===== config.mk =====
export PLATFORM = sky130hd
export DESIGN_NAME = rns_fir_mac
export DESIGN_NICKNAME = d
export VERILOG_FILES = /design/src/rtl/rns_mac_pkg.sv /design/src/rtl/rmac_eac_add.sv /design/src/rtl/rmac_m1_mul.sv /design/src/rtl/rmac_p2_mul.sv /design/src/rtl/rmac_channel.sv /design/src/rtl/rmac_ctrl.sv /design/src/rtl/rns_fir_mac.sv
export SDC_FILE = /design/constraint.sdc
export NUM_CORES = 1
export LEC_CHECK = 0
export BUFFER_PORTS_ARGS = -buffer_cell sky130_fd_sc_hd__buf_4
export CORE_MARGIN = 5
export CORE_UTILIZATION = 60
export DETAILED_ROUTE_END_ITERATION = 10
export PLACE_DENSITY = 0.81
export RECOVER_POWER = 100
export SYNTH_ARGS = -nofsm -noshare
export SYNTH_HDL_FRONTEND = slang
export SYNTH_HIERARCHICAL = 1
export SYNTH_SLANG_ARGS = --single-unit

===== constraint.sdc =====
create_clock -name clk -period 3.73 [get_ports clk]
set_input_delay 0.5595 -clock clk [delete_from_list [all_inputs] [get_ports clk]]
set_output_delay 0.5595 -clock clk [all_outputs]
set_load 0.05 [all_outputs]

===== src/rtl/rns_mac_pkg.sv =====
package rns_mac_pkg;

  typedef enum logic [0:0] {
    CH_POW2     = 1'b0,
    CH_MERSENNE = 1'b1
  } ch_kind_e;

endpackage


===== src/rtl/rmac_eac_add.sv =====
// Adder modulo 2^W-1 with end-around carry and a single zero encoding.
module rmac_eac_add #(
  parameter int W = 6
) (
  input  logic [W-1:0] a,
  input  logic [W-1:0] b,
  output logic [W-1:0] s
);
  logic [W:0]   sum_u;
  logic [W:0]   sum_inc;
  logic [W-1:0] pre;

  always_comb begin
    sum_u   = {1'b0, a} + {1'b0, b};
    sum_inc = sum_u + (W+1)'(1);
    // a carry out of a+b+1 means a+b reached the modulus: keep the wrapped value
    pre     = sum_inc[W] ? sum_inc[W-1:0] : sum_u[W-1:0];
    // all-ones detect folds the redundant zero onto 0
    s       = (&pre) ? '0 : pre;
  end
endmodule


===== src/rtl/rmac_m1_mul.sv =====
// Multiplier modulo 2^W-1 built from rotated, gated partial products.
module rmac_m1_mul #(
  parameter int W = 6
) (
  input  logic [W-1:0] x,
  input  logic [W-1:0] y,
  output logic [W-1:0] p
);
  logic [W-1:0] pp [W];
  logic [W-1:0] sv;
  logic [W-1:0] cv;
  logic [W-1:0] ns;
  logic [W-1:0] mj;

  genvar gs, gi;
  generate
    for (gs = 0; gs < W; gs++) begin : g_row
      for (gi = 0; gi < W; gi++) begin : g_bit
        assign pp[gs][(gi + gs) % W] = y[gs] & x[gi];
      end
    end
  endgenerate

  always_comb begin
    sv = pp[0];
    cv = pp[1];
    ns = '0;
    mj = '0;
    for (int k = 2; k < W; k++) begin
      ns = sv ^ cv ^ pp[k];
      mj = (sv & cv) | (sv & pp[k]) | (cv & pp[k]);
      sv = ns;
      cv = {mj[W-2:0], mj[W-1]};
    end
  end

  rmac_eac_add #(.W(W)) u_final (
    .a (sv),
    .b (cv),
    .s (p)
  );
endmodule


===== src/rtl/rmac_p2_mul.sv =====
// Multiplier modulo 2^W: shifted partial products, carries above W-1 dropped.
module rmac_p2_mul #(
  parameter int W = 6
) (
  input  logic [W-1:0] x,
  input  logic [W-1:0] y,
  output logic [W-1:0] p
);
  always_comb begin
    p = '0;
    for (int s = 0; s < W; s++) begin
      if (y[s]) p = p + (x << s);
    end
  end
endmodule


===== src/rtl/rmac_channel.sv =====
module rmac_channel
  import rns_mac_pkg::*;
#(
  parameter int       W    = 6,
  parameter ch_kind_e KIND = CH_POW2
) (
  input  logic         clk,
  input  logic         rst_n,
  input  logic         clr,
  input  logic         en,
  input  logic [W-1:0] coef,
  input  logic [W-1:0] samp,
  output logic [W-1:0] acc
);
  logic [W-1:0] prod;
  logic [W-1:0] sum;
  logic [W-1:0] acc_q;
  logic [W-1:0] acc_d;

  generate
    if (KIND == CH_POW2) begin : g_pow2
      rmac_p2_mul #(.W(W)) u_mul (.x(coef), .y(samp), .p(prod));
      assign sum = acc_q + prod;
    end else begin : g_mers
      rmac_m1_mul  #(.W(W)) u_mul (.x(coef), .y(samp), .p(prod));
      rmac_eac_add #(.W(W)) u_add (.a(acc_q), .b(prod), .s(sum));
    end
  endgenerate

  always_comb begin
    acc_d = acc_q;
    if (clr)     acc_d = '0;
    else if (en) acc_d = sum;
  end

  always_ff @(posedge clk or negedge rst_n) begin
    if (!rst_n) acc_q <= '0;
    else        acc_q <= acc_d;
  end

  assign acc = acc_q;
endmodule


===== src/rtl/rmac_ctrl.sv =====
module rmac_ctrl #(
  parameter int TAPS = 28
) (
  input  logic clk,
  input  logic rst_n,
  input  logic start,
  input  logic valid,
  output logic clr,
  output logic en,
  output logic done
);
  localparam int CW = $clog2(TAPS + 1);

  logic [CW-1:0] cnt_q;
  logic [CW-1:0] cnt_d;
  logic          done_q;
  logic          done_d;

  always_comb begin
    clr    = start;
    en     = valid && !start && (cnt_q < CW'(TAPS));
    done_d = en && (cnt_q == CW'(TAPS - 1));
    cnt_d  = cnt_q;
    if (start)   cnt_d = '0;
    else if (en) cnt_d = cnt_q + CW'(1);
  end

  always_ff @(posedge clk or negedge rst_n) begin
    if (!rst_n) begin
      cnt_q  <= '0;
      done_q <= 1'b0;
    end else begin
      cnt_q  <= cnt_d;
      done_q <= done_d;
    end
  end

  assign done = done_q;
endmodule


===== src/rtl/rns_fir_mac.sv =====
module rns_fir_mac
  import rns_mac_pkg::*;
#(
  parameter int N    = 6,
  parameter int TAPS = 28
) (
  input  logic         clk,
  input  logic         rst_n,
  input  logic         start,
  input  logic         valid,
  input  logic [N-1:0] coef0,
  input  logic [N-1:0] samp0,
  input  logic [N-1:0] coef1,
  input  logic [N-1:0] samp1,
  input  logic [N:0]   coef2,
  input  logic [N:0]   samp2,
  output logic [N-1:0] acc0,
  output logic [N-1:0] acc1,
  output logic [N:0]   acc2,
  output logic         done
);
  localparam int WW = N + 1;

  logic clr;
  logic en;

  rmac_ctrl #(.TAPS(TAPS)) u_ctrl (
    .clk (clk), .rst_n (rst_n), .start (start), .valid (valid),
    .clr (clr), .en (en), .done (done)
  );

  rmac_channel #(.W(N), .KIND(CH_POW2)) u_ch0 (
    .clk (clk), .rst_n (rst_n), .clr (clr), .en (en),
    .coef (coef0), .samp (samp0), .acc (acc0)
  );

  rmac_channel #(.W(N), .KIND(CH_MERSENNE)) u_ch1 (
    .clk (clk), .rst_n (rst_n), .clr (clr), .en (en),
    .coef (coef1), .samp (samp1), .acc (acc1)
  );

  rmac_channel #(.W(WW), .KIND(CH_MERSENNE)) u_ch2 (
    .clk (clk), .rst_n (rst_n), .clr (clr), .en (en),
    .coef (coef2), .samp (samp2), .acc (acc2)
  );
endmodule


# Word-level counts from Yosys, hierarchy flattened
# Cells that the tools add are included.
# totals
reg_bits,25
inputBits,42
output_inout_bits,20
wordCells,201
# classes
add_sub_neg,15
n_lt_le_gt_ge,1
n_eq_ne,1
mux,22
bitwise_logic,148
reduce_logical,9
# op_table
op,count
7-bit AND,15
1-bit AND,85
6-bit two-way mux,14
6-bit AND,12
7-bit bitwise OR,10
7-bit XOR,10
6-bit bitwise OR,8
6-bit XOR,8
7-bit two-way mux,6
6-bit adder,6
7-bit by 7-bit adder with 8-bit output,2
"8-bit by 1-bit adder with 8-bit output, second input constant",2
6-bit by 6-bit adder with 7-bit output,2
"7-bit by 1-bit adder with 7-bit output, second input constant",2
7-bit AND reduction,2
6-bit AND reduction,2
5-bit two-way mux,2
"5-bit by 1-bit adder with 5-bit output, second input constant",1
"5-bit equality test, second input constant",1
"5-bit less-than comparator, second input constant",1
1-bit logical AND,3
2-bit nonzero test,1
1-bit zero test,1

# Depth between registers and ports, before layout
# Gate-level depths: netlist of run 1.
# logic_depth
depth_word,28
mapped_depth,35

# Modules after synthesis
# The synthesis of run 1 kept the hierarchy.
# modules_own_cells
mod,n_inst,cells_per_inst,area_each_um2,seq_area_each_um2
rmac_eac_add (u_ch1.g_mers.u_add ...),2,85,640.6,0.0
rmac_m1_mul (u_ch2.g_mers.u_mul),1,102,974.7,0.0
rmac_eac_add (u_ch2.g_mers.u_add),1,94,718.2,0.0
rmac_eac_add (u_ch2.g_mers.u_mul.u_final),1,90,695.7,0.0
rmac_m1_mul (u_ch1.g_mers.u_mul),1,72,678.2,0.0
rmac_p2_mul,1,78,613.1,0.0
rmac_channel (u_ch0),1,41,441.7,150.1
rmac_ctrl,1,26,304.0,150.1
rmac_channel (u_ch2),1,22,282.8,175.2
rmac_channel (u_ch1),1,19,244.0,150.1

# Worst setup path after synthesis of run 1
# No wires, ideal clock.
# synth_timing
path_kind,in2reg
startpoint,input port coef2[0]
endpoint,"register u_ch2.acc_q[1], in the netlist u_ch2/acc[1]"
setup_ps,122
arrival_ps,8165
t_required_ps,3608
setup_slack_ps,-4557
path_stages,32
n_path_buf,1
path_cell_list,nand2_1 fa_1 fa_1 fa_1 fa_1 inv_1 fa_1 ha_1 inv_1 fa_1 nor2b_4 o31ai_1 xnor2_1 and4_1 and3_1 buf_6 o311ai_4 a2111oi_4 nor2_1 ha_1 inv_1 fa_1 nor2b_4 o311ai_2 a21oi_1 or3_4 a21oi_4 o311ai_2 a2111oi_4 a211oi_1 mux2i_1 nor2_1
# synth_lines
element,line_no,rtl
start: declaration,rns_fir_mac.sv:15,"input logic [N:0] coef2,"
1-bit AND *,rmac_m1_mul.sv:19,assign pp[gs][(gi + gs) % W] = y[gs] & x[gi];
7-bit XOR * (10 in a row),rmac_m1_mul.sv:30,ns = sv ^ cv ^ pp[k];
named net u_ch2.g_mers.u_mul.ns[0],rmac_m1_mul.sv:12,logic [W-1:0] ns;
7-bit by 7-bit adder with 8-bit output *,rmac_eac_add.sv:14,"sum_u = {1'b0, a} + {1'b0, b};"
8-bit by 1-bit adder with 8-bit output,rmac_eac_add.sv:15,sum_inc = sum_u + (W+1)'(1);
7-bit two-way mux *,rmac_eac_add.sv:17,pre = sum_inc[W] ? sum_inc[W-1:0] : sum_u[W-1:0];
7-bit AND reduction,rmac_eac_add.sv:19,s = (&pre) ? '0 : pre;
7-bit two-way mux *,rmac_eac_add.sv:19,
named net u_ch2.prod[0],rmac_channel.sv:15,logic [W-1:0] prod;
7-bit by 7-bit adder with 8-bit output *,rmac_eac_add.sv:14,
8-bit by 1-bit adder with 8-bit output,rmac_eac_add.sv:15,
7-bit two-way mux *,rmac_eac_add.sv:17,
7-bit AND reduction,rmac_eac_add.sv:19,
7-bit two-way mux *,rmac_eac_add.sv:19,
named net u_ch2.sum[1],rmac_channel.sv:16,logic [W-1:0] sum;
7-bit two-way mux *,rmac_channel.sv:33,else if (en) acc_d = sum;
7-bit two-way mux *,rmac_channel.sv:32,if (clr) acc_d = '0;
end signal: assignment,rmac_channel.sv:37,if (!rst_n) acc_q <= '0;
end signal: assignment,rmac_channel.sv:38,else acc_q <= acc_d;
end: declaration,rmac_channel.sv:17,logic [W-1:0] acc_q;
# Mark *: on every way through the listed nets, which the timed path passes. The rest lies on a longest branch. The select of a mux whose other input is x is not followed.
# A chain may end at the register's enable or synchronous reset.

# Final worst setup path of run 1
# layout_timing
startpoint,input port samp1[1]
endpoint,"register u_ch1.acc_q[1], in the netlist u_ch1/acc[1]"
# layout_lines
element,line_no,rtl
start: declaration,rns_fir_mac.sv:14,"input logic [N-1:0] samp1,"
1-bit AND,rmac_m1_mul.sv:19,
6-bit AND,rmac_m1_mul.sv:31,mj = (sv & cv) | (sv & pp[k]) | (cv & pp[k]);
6-bit bitwise OR (2 in a row),rmac_m1_mul.sv:31,
6-bit AND,rmac_m1_mul.sv:31,
6-bit bitwise OR (2 in a row),rmac_m1_mul.sv:31,
6-bit AND,rmac_m1_mul.sv:31,
6-bit bitwise OR (2 in a row),rmac_m1_mul.sv:31,
6-bit XOR * (2 in a row),rmac_m1_mul.sv:30,
named net u_ch1.g_mers.u_mul.ns[3],rmac_m1_mul.sv:12,
(+5 left out),-,
named net u_ch1.prod[1],rmac_channel.sv:15,
6-bit by 6-bit adder with 7-bit output *,rmac_eac_add.sv:14,
7-bit by 1-bit adder with 7-bit output,rmac_eac_add.sv:15,
6-bit two-way mux *,rmac_eac_add.sv:17,
6-bit AND reduction,rmac_eac_add.sv:19,
6-bit two-way mux *,rmac_eac_add.sv:19,
named net u_ch1.sum[1],rmac_channel.sv:16,
6-bit two-way mux *,rmac_channel.sv:33,
6-bit two-way mux *,rmac_channel.sv:32,
end signal: assignment,rmac_channel.sv:37,
end signal: assignment,rmac_channel.sv:38,
end: declaration,rmac_channel.sv:17,
# Marks and branches as above.

==> results of run 1 <==
## synthesized netlist by cell type, drive strengths merged, types with 8 or more instances
cell type / count / area, µm²
nand2b: 9 / 63.8
a21oi: 33 / 221
xor2: 17 / 156
and2: 21 / 131
o21ai: 23 / 123
nor3: 21 / 120
fa: 66 / 1320
dfrtp: 25 / 626
a211oi: 17 / 163
nand2: 100 / 378
a21o: 9 / 70.1
nand3: 13 / 70.1
nor3b: 8 / 60.1
inv: 53 / 199
xnor2: 31 / 287
buf: 9 / 80.1
ha: 45 / 563
mux2i: 27 / 270
and3: 11 / 70.1
nor2: 63 / 236
## registers in the layout, summed over array words and instances, names as in the netlist
| name | flops |
|---|---|
| u_ch2/acc | 7 |
| u_ch0/acc | 6 |
| u_ch1/acc | 6 |
| u_ctrl/cnt_q | 5 |
| u_ctrl/done | 1 |
## through the flow
stage	hold slack (ps)	std cells	instance area [µm²]	setup WS, ps
finish	578	1132	9700	-4980
detailed placement	475	1082	8590	-4680
CTS	188	1107	9180	-4180
global placement	470	1082	8590	-4360
global route	571	1131	9700	-5280
floorplan	264	714	6690	-4080
## layout make-up
cell class,instances,area (µm²)
Clock buffer,3,41.3
Sequential cell,25,626
Multi-Input combinational cell,624,6320
Clock inverter,1,5.00
Antenna cell,1,2.50
Timing Repair Buffer,289,2330
Inverter,53,199
Tap cell,136,170
Fill cell,268,528
## routing by layer
metal | track usage [%] | share of wire [%] | vias up | routed length, µm
li1 | - | - | 3068 | -
met1 | 40.6 | 30 | 3715 | 9710
met2 | 67.6 | 45 | 957 | 14600
met3 | 3.80 | 13 | 433 | 4110
met4 | 18.9 | 13 | 0 | 4300
met5 | 0 | 0 | - | 0
## cell families (layout without fill, tap and decap cells)
group / after synthesis / in the layout / share of synthesized area, %
mux: 32 / 32 / 5.30
flops: 25 / 25 / 10.0
other cells: 0 / 1 / 0
xor+xnor: 49 / 49 / 7.47
buf+inv: 65 / 346 / 4.68
compound gates: 142 / 142 / 18.5
simple gates: 290 / 290 / 23.8
fa+ha+maj: 111 / 111 / 30.2
## critical path: cells and delay by family
family | cells | cell delay (ps)
fa+ha+maj | 6 | 2980
simple gates | 9 | 1910
compound gates | 6 | 1250
buf+inv | 8 | 1130
mux | 2 | 1010
## what timing repair did
| item | in CTS | in global routing |
|---|---|---|
| cloned | 0 | 0 |
| setup buffers | 22 | 26 |
| gates resized for setup | 76 | 71 |
| endpoints found under the setup margin | 15 | 16 |
| pin swaps | 70 | 83 |
## worst min path at each step
stage	from	to
after global placement	rst_n	u_ch0/acc[0]
after CTS	rst_n	u_ch0/acc[0]
after floorplan	rst_n	u_ch0/acc[0]
after global routing	u_ctrl/cnt_q[0]	u_ctrl/cnt_q[0]
final	valid	u_ctrl/cnt_q[2]
after detailed placement	rst_n	u_ch0/acc[0]
==> metrics.csv, run 1 <==
metric,value,unit
most-common-layout-cells,"261 x buf_4, 86 x nand2_1, 56 x nor2_1, 50 x fa_1, 47 x inv_1",
seq_area_frac_synth,10.0,%
syn_area_per_cell,8.73,µm²
hp-class,input pin to register,
critPathCaptureType,register,
initial_core_util,60.9,%
fin_crit,8710,ps
reg2reg_to,u_ch1/acc[1],
hold_depth,2,
synth-main-ff-cell,dfrtp_1,
worstSetupPathType,input pin to register,
rrSetupSlack,-230,ps
hold_viol,0,
finClkSkew,4.54,ps
crit_slowest_cell,mux2i_1,
gp_congestion,0.907,
cts_made_buffers,3,
syn_to_final_growth,55.7,%
root_buffer,clkbuf_8,
num-nets-final,1149,
pin_count,62,
yosysWarnings,6,
worstMarginPinSlew,1410,ps
clk_pin_slew,90,ps
grt_max_degree,28,
max_freq,0.115,GHz
crit_path_max_incr_delay,810,ps
wl_per_cell,28.9,µm
period_share,234,%
final-setup-viol-count,16,
core,0.0102,mm²
setup_slack,-4980,ps
portBuffers,61,
crit_path_end,u_ch1/acc[1],
worstPathArrival,8860,ps
drtPass1Iterations,9,
drc_errors,0,
cts.sinks,25,
grt_overflow,0,
cts_tree,built,
via_per_inst,7.22,
grtUsageTotal,36.3,%
ctsHoldBuffers,0,
synth_area,0.00623,mm²
htreeDepth,1,
drtIter0Drc,1207,
r2r_start,u_ch1/acc[0],
dp.final_hpwl,15300,µm
violations,negative setup slack,
insertion_delay,270,ps
required,3880,ps
slew_violations,0,
grt_pass1_wl,37500,µm
grt_pass1_vias,7498,
syn_inst,714,
final_layout_size_suffix_gt1_share,49.2,%
synth_edf_count,0,
synth.ff_latch_count,25,
run_status,finished with violations,
crit_fanout,5,
max_slew_margin,6.14,%
rsz0062_at_grt,true,
synth_nets,867,
wirelength,32800,µm
yosysUniqueCellTypes,81,
clockBufferDepth,2,
layout.cells.most_common,buf_4,
critical_path.startpoint,samp1[1],
max-cap-violations,0,
vias,8173,
async_flop_share,100,%
num_rows,37,
die_w,112,µm
dieArea,0.0125,mm²
post-route-util,94.8,%
die_h,112,µm
ant_nets,0,
worst_setup_path_start_kind,input pin,
finalSetupTns,-62700,ps
antenna_found_initial,0,
reg2reg_depth,12,
Power of run 1 is not shown: default switching activity piles up to over one toggle a cycle in this logic, so the estimate is an artifact.
==> run 2: changes to the inputs <==
==> constraint.sdc (replaced) <==
create_clock -name clk -period 11.1 [get_ports clk]
set_input_delay 1.665 -clock clk [delete_from_list [all_inputs] [get_ports clk]]
set_output_delay 1.665 -clock clk [all_outputs]
set_load 0.05 [all_outputs]
==> metrics.csv, run 2 (synthesis gave the netlist of run 1 again) <==
metric,value,unit,change
run_status,"finished, final reports clean",,was finished with violations
clockBufferDepth,2,,unchanged
crit_slowest_cell,a2111oi_4,,was mux2i_1
num_rows,37,,unchanged
ant_nets,0,,unchanged
critPathCaptureType,register,,unchanged
slew_violations,0,,unchanged
drtPass1Iterations,5,,was 9
crit_fanout,8,,was 5
cts.sinks,25,,unchanged
drtIter0Drc,405,,was 1207
rrSetupSlack,7310,ps,was -230 ps
post_cts.resized_instances,0,,was 76
drc_errors,0,,unchanged
antenna_found_initial,0,,unchanged
syn_to_final_growth,7.05,%,was 55.7%
grtUsageTotal,22.6,%,was 36.3%
finalSetupTns,0,ps,was -62700 ps
max-cap-violations,0,,unchanged
worstSetupPathType,input pin to register,,unchanged
final-setup-viol-count,0,,was 16
gp_congestion,0.886,,was 0.907
cts_tree,built,,unchanged
htreeDepth,1,,unchanged
via_per_inst,5.98,,was 7.22
most-common-layout-cells,"99 x nand2_1, 66 x fa_1, 63 x nor2_1, 53 x inv_1, 45 x ha_1",,"was 261 x buf_4, 86 x nand2_1, 56 x nor2_1, 50 x fa_1, 47 x inv_1"
crit_top_cell,fa_1,,
grt_pass1_wl,24600,µm,was 37500 µm
insertion_delay,270,ps,about the same
hold_viol,0,,unchanged
clk_pin_slew,90,ps,about the same
ctsHoldBuffers,0,,unchanged
dieArea,0.0125,mm²,unchanged
die_h,112,µm,unchanged
required,11210,ps,was 3880 ps
die_w,112,µm,unchanged
worstPathArrival,10330,ps,was 8860 ps
dp.cells,899,,was 1082
finClkSkew,5.28,ps,was 4.54 ps
fin_crit,10220,ps,
wirelength,14300,µm,was 32800 µm
n_antenna_cell,0,,was 1
rsz0062_at_grt,false,,was true
root_buffer,clkbuf_8,,unchanged
num-nets-final,921,,was 1149
grt_max_degree,28,,unchanged
grt_pass1_vias,5389,,was 7498
layout.cells.most_common,nand2_1,,was buf_4
post-cts-setup-buffers,0,,was 22
crit_path_max_incr_delay,630,ps,was 810 ps
dp.final_hpwl,11900,µm,was 15300 µm
hp-class,register to register,,was input pin to register
grt_overflow,0,,unchanged
worstMarginPinSlew,1250,ps,was 1410 ps
initial_core_util,60.9,%,unchanged
largest_reg_flops,7,,unchanged
final_layout_size_suffix_gt1_share,12.6,%,was 49.2%
cts_made_buffers,3,,unchanged
vias,5396,,was 8173
pin_count,62,,unchanged
worst_setup_path_start_kind,input pin,,unchanged
portBuffers,61,,unchanged
core,0.0102,mm²,unchanged
wl_per_cell,15.9,µm,was 28.9 µm
max_slew_margin,16.6,%,was 6.14%
fin_cells,903,,was 1132
max_freq,0.0978,GHz,
period_share,92.1,%,
run 2: cell types whose count changed in the layout (fill, tap and decap cells not counted), sizes merged:
cell      previous run  this run
clkbuf               4        27
clkinvlp             0         1
diode                1         0
buf                288        37
clkinv               1         0
run 2: layout make-up:
| cell class | count | area (µm²) |
|---|---|---|
| clock inverter | 1 | 7.51 |
| fill | 895 | 3560 |
| clock buffer | 3 | 41.3 |
| sequential | 25 | 626 |
| multi-input combinational | 624 | 5260 |
| tap | 136 | 170 |
| inverter | 53 | 199 |
| timing repair buffer | 61 | 368 |
run 2: layer usage:
metal	global-route usage [%]	routed length (µm)
met3	1.30	645
met4	3.41	105
met2	40.0	7120
met1	31.3	6460
met5	0	0
run 2: final timing paths:
kind / depth (start not counted) / from / end
min in group asynchronous: 1 / rst_n / u_ch2/acc[5]
worst min register to register: 1 / u_ctrl/cnt_q[0] / u_ctrl/cnt_q[0]
worst max register to register: 11 / u_ch1/acc[0] / u_ch1/acc[2]
max in group asynchronous: 1 / rst_n / u_ctrl/cnt_q[2]
worst min-delay path: 1 / u_ctrl/cnt_q[0] / u_ctrl/cnt_q[0]
worst max-delay path: 31 / coef2[0] / u_ch2/acc[4]
run 2: critical path, delay by kind of cell:
kind                     cells  cell delay [ps]
buffers and inverters        4              340
multiplexers                 1              160
AO/OA/AOI/OAI                8             2470
adder cells (fa/ha/maj)      8             3780
AND/OR/NAND/NOR              9             1530
XOR/XNOR                     1              370
run 2: through the flow:
step / worst slack, ps / util, % / hold WS, ps / instance area, µm²
after CTS: 1090 / 66.6 / 528 / 6820
after global routing: 216 / 65.2 / 552 / 6670
final: 879 / 65.2 / 530 / 6670
after floorplan: 1710 / - / 474 / 6230
after detailed placement: 827 / 66.2 / 515 / 6770
after global placement: 1180 / 66.2 / 496 / 6770
Power of run 2 is left out for the same reason.
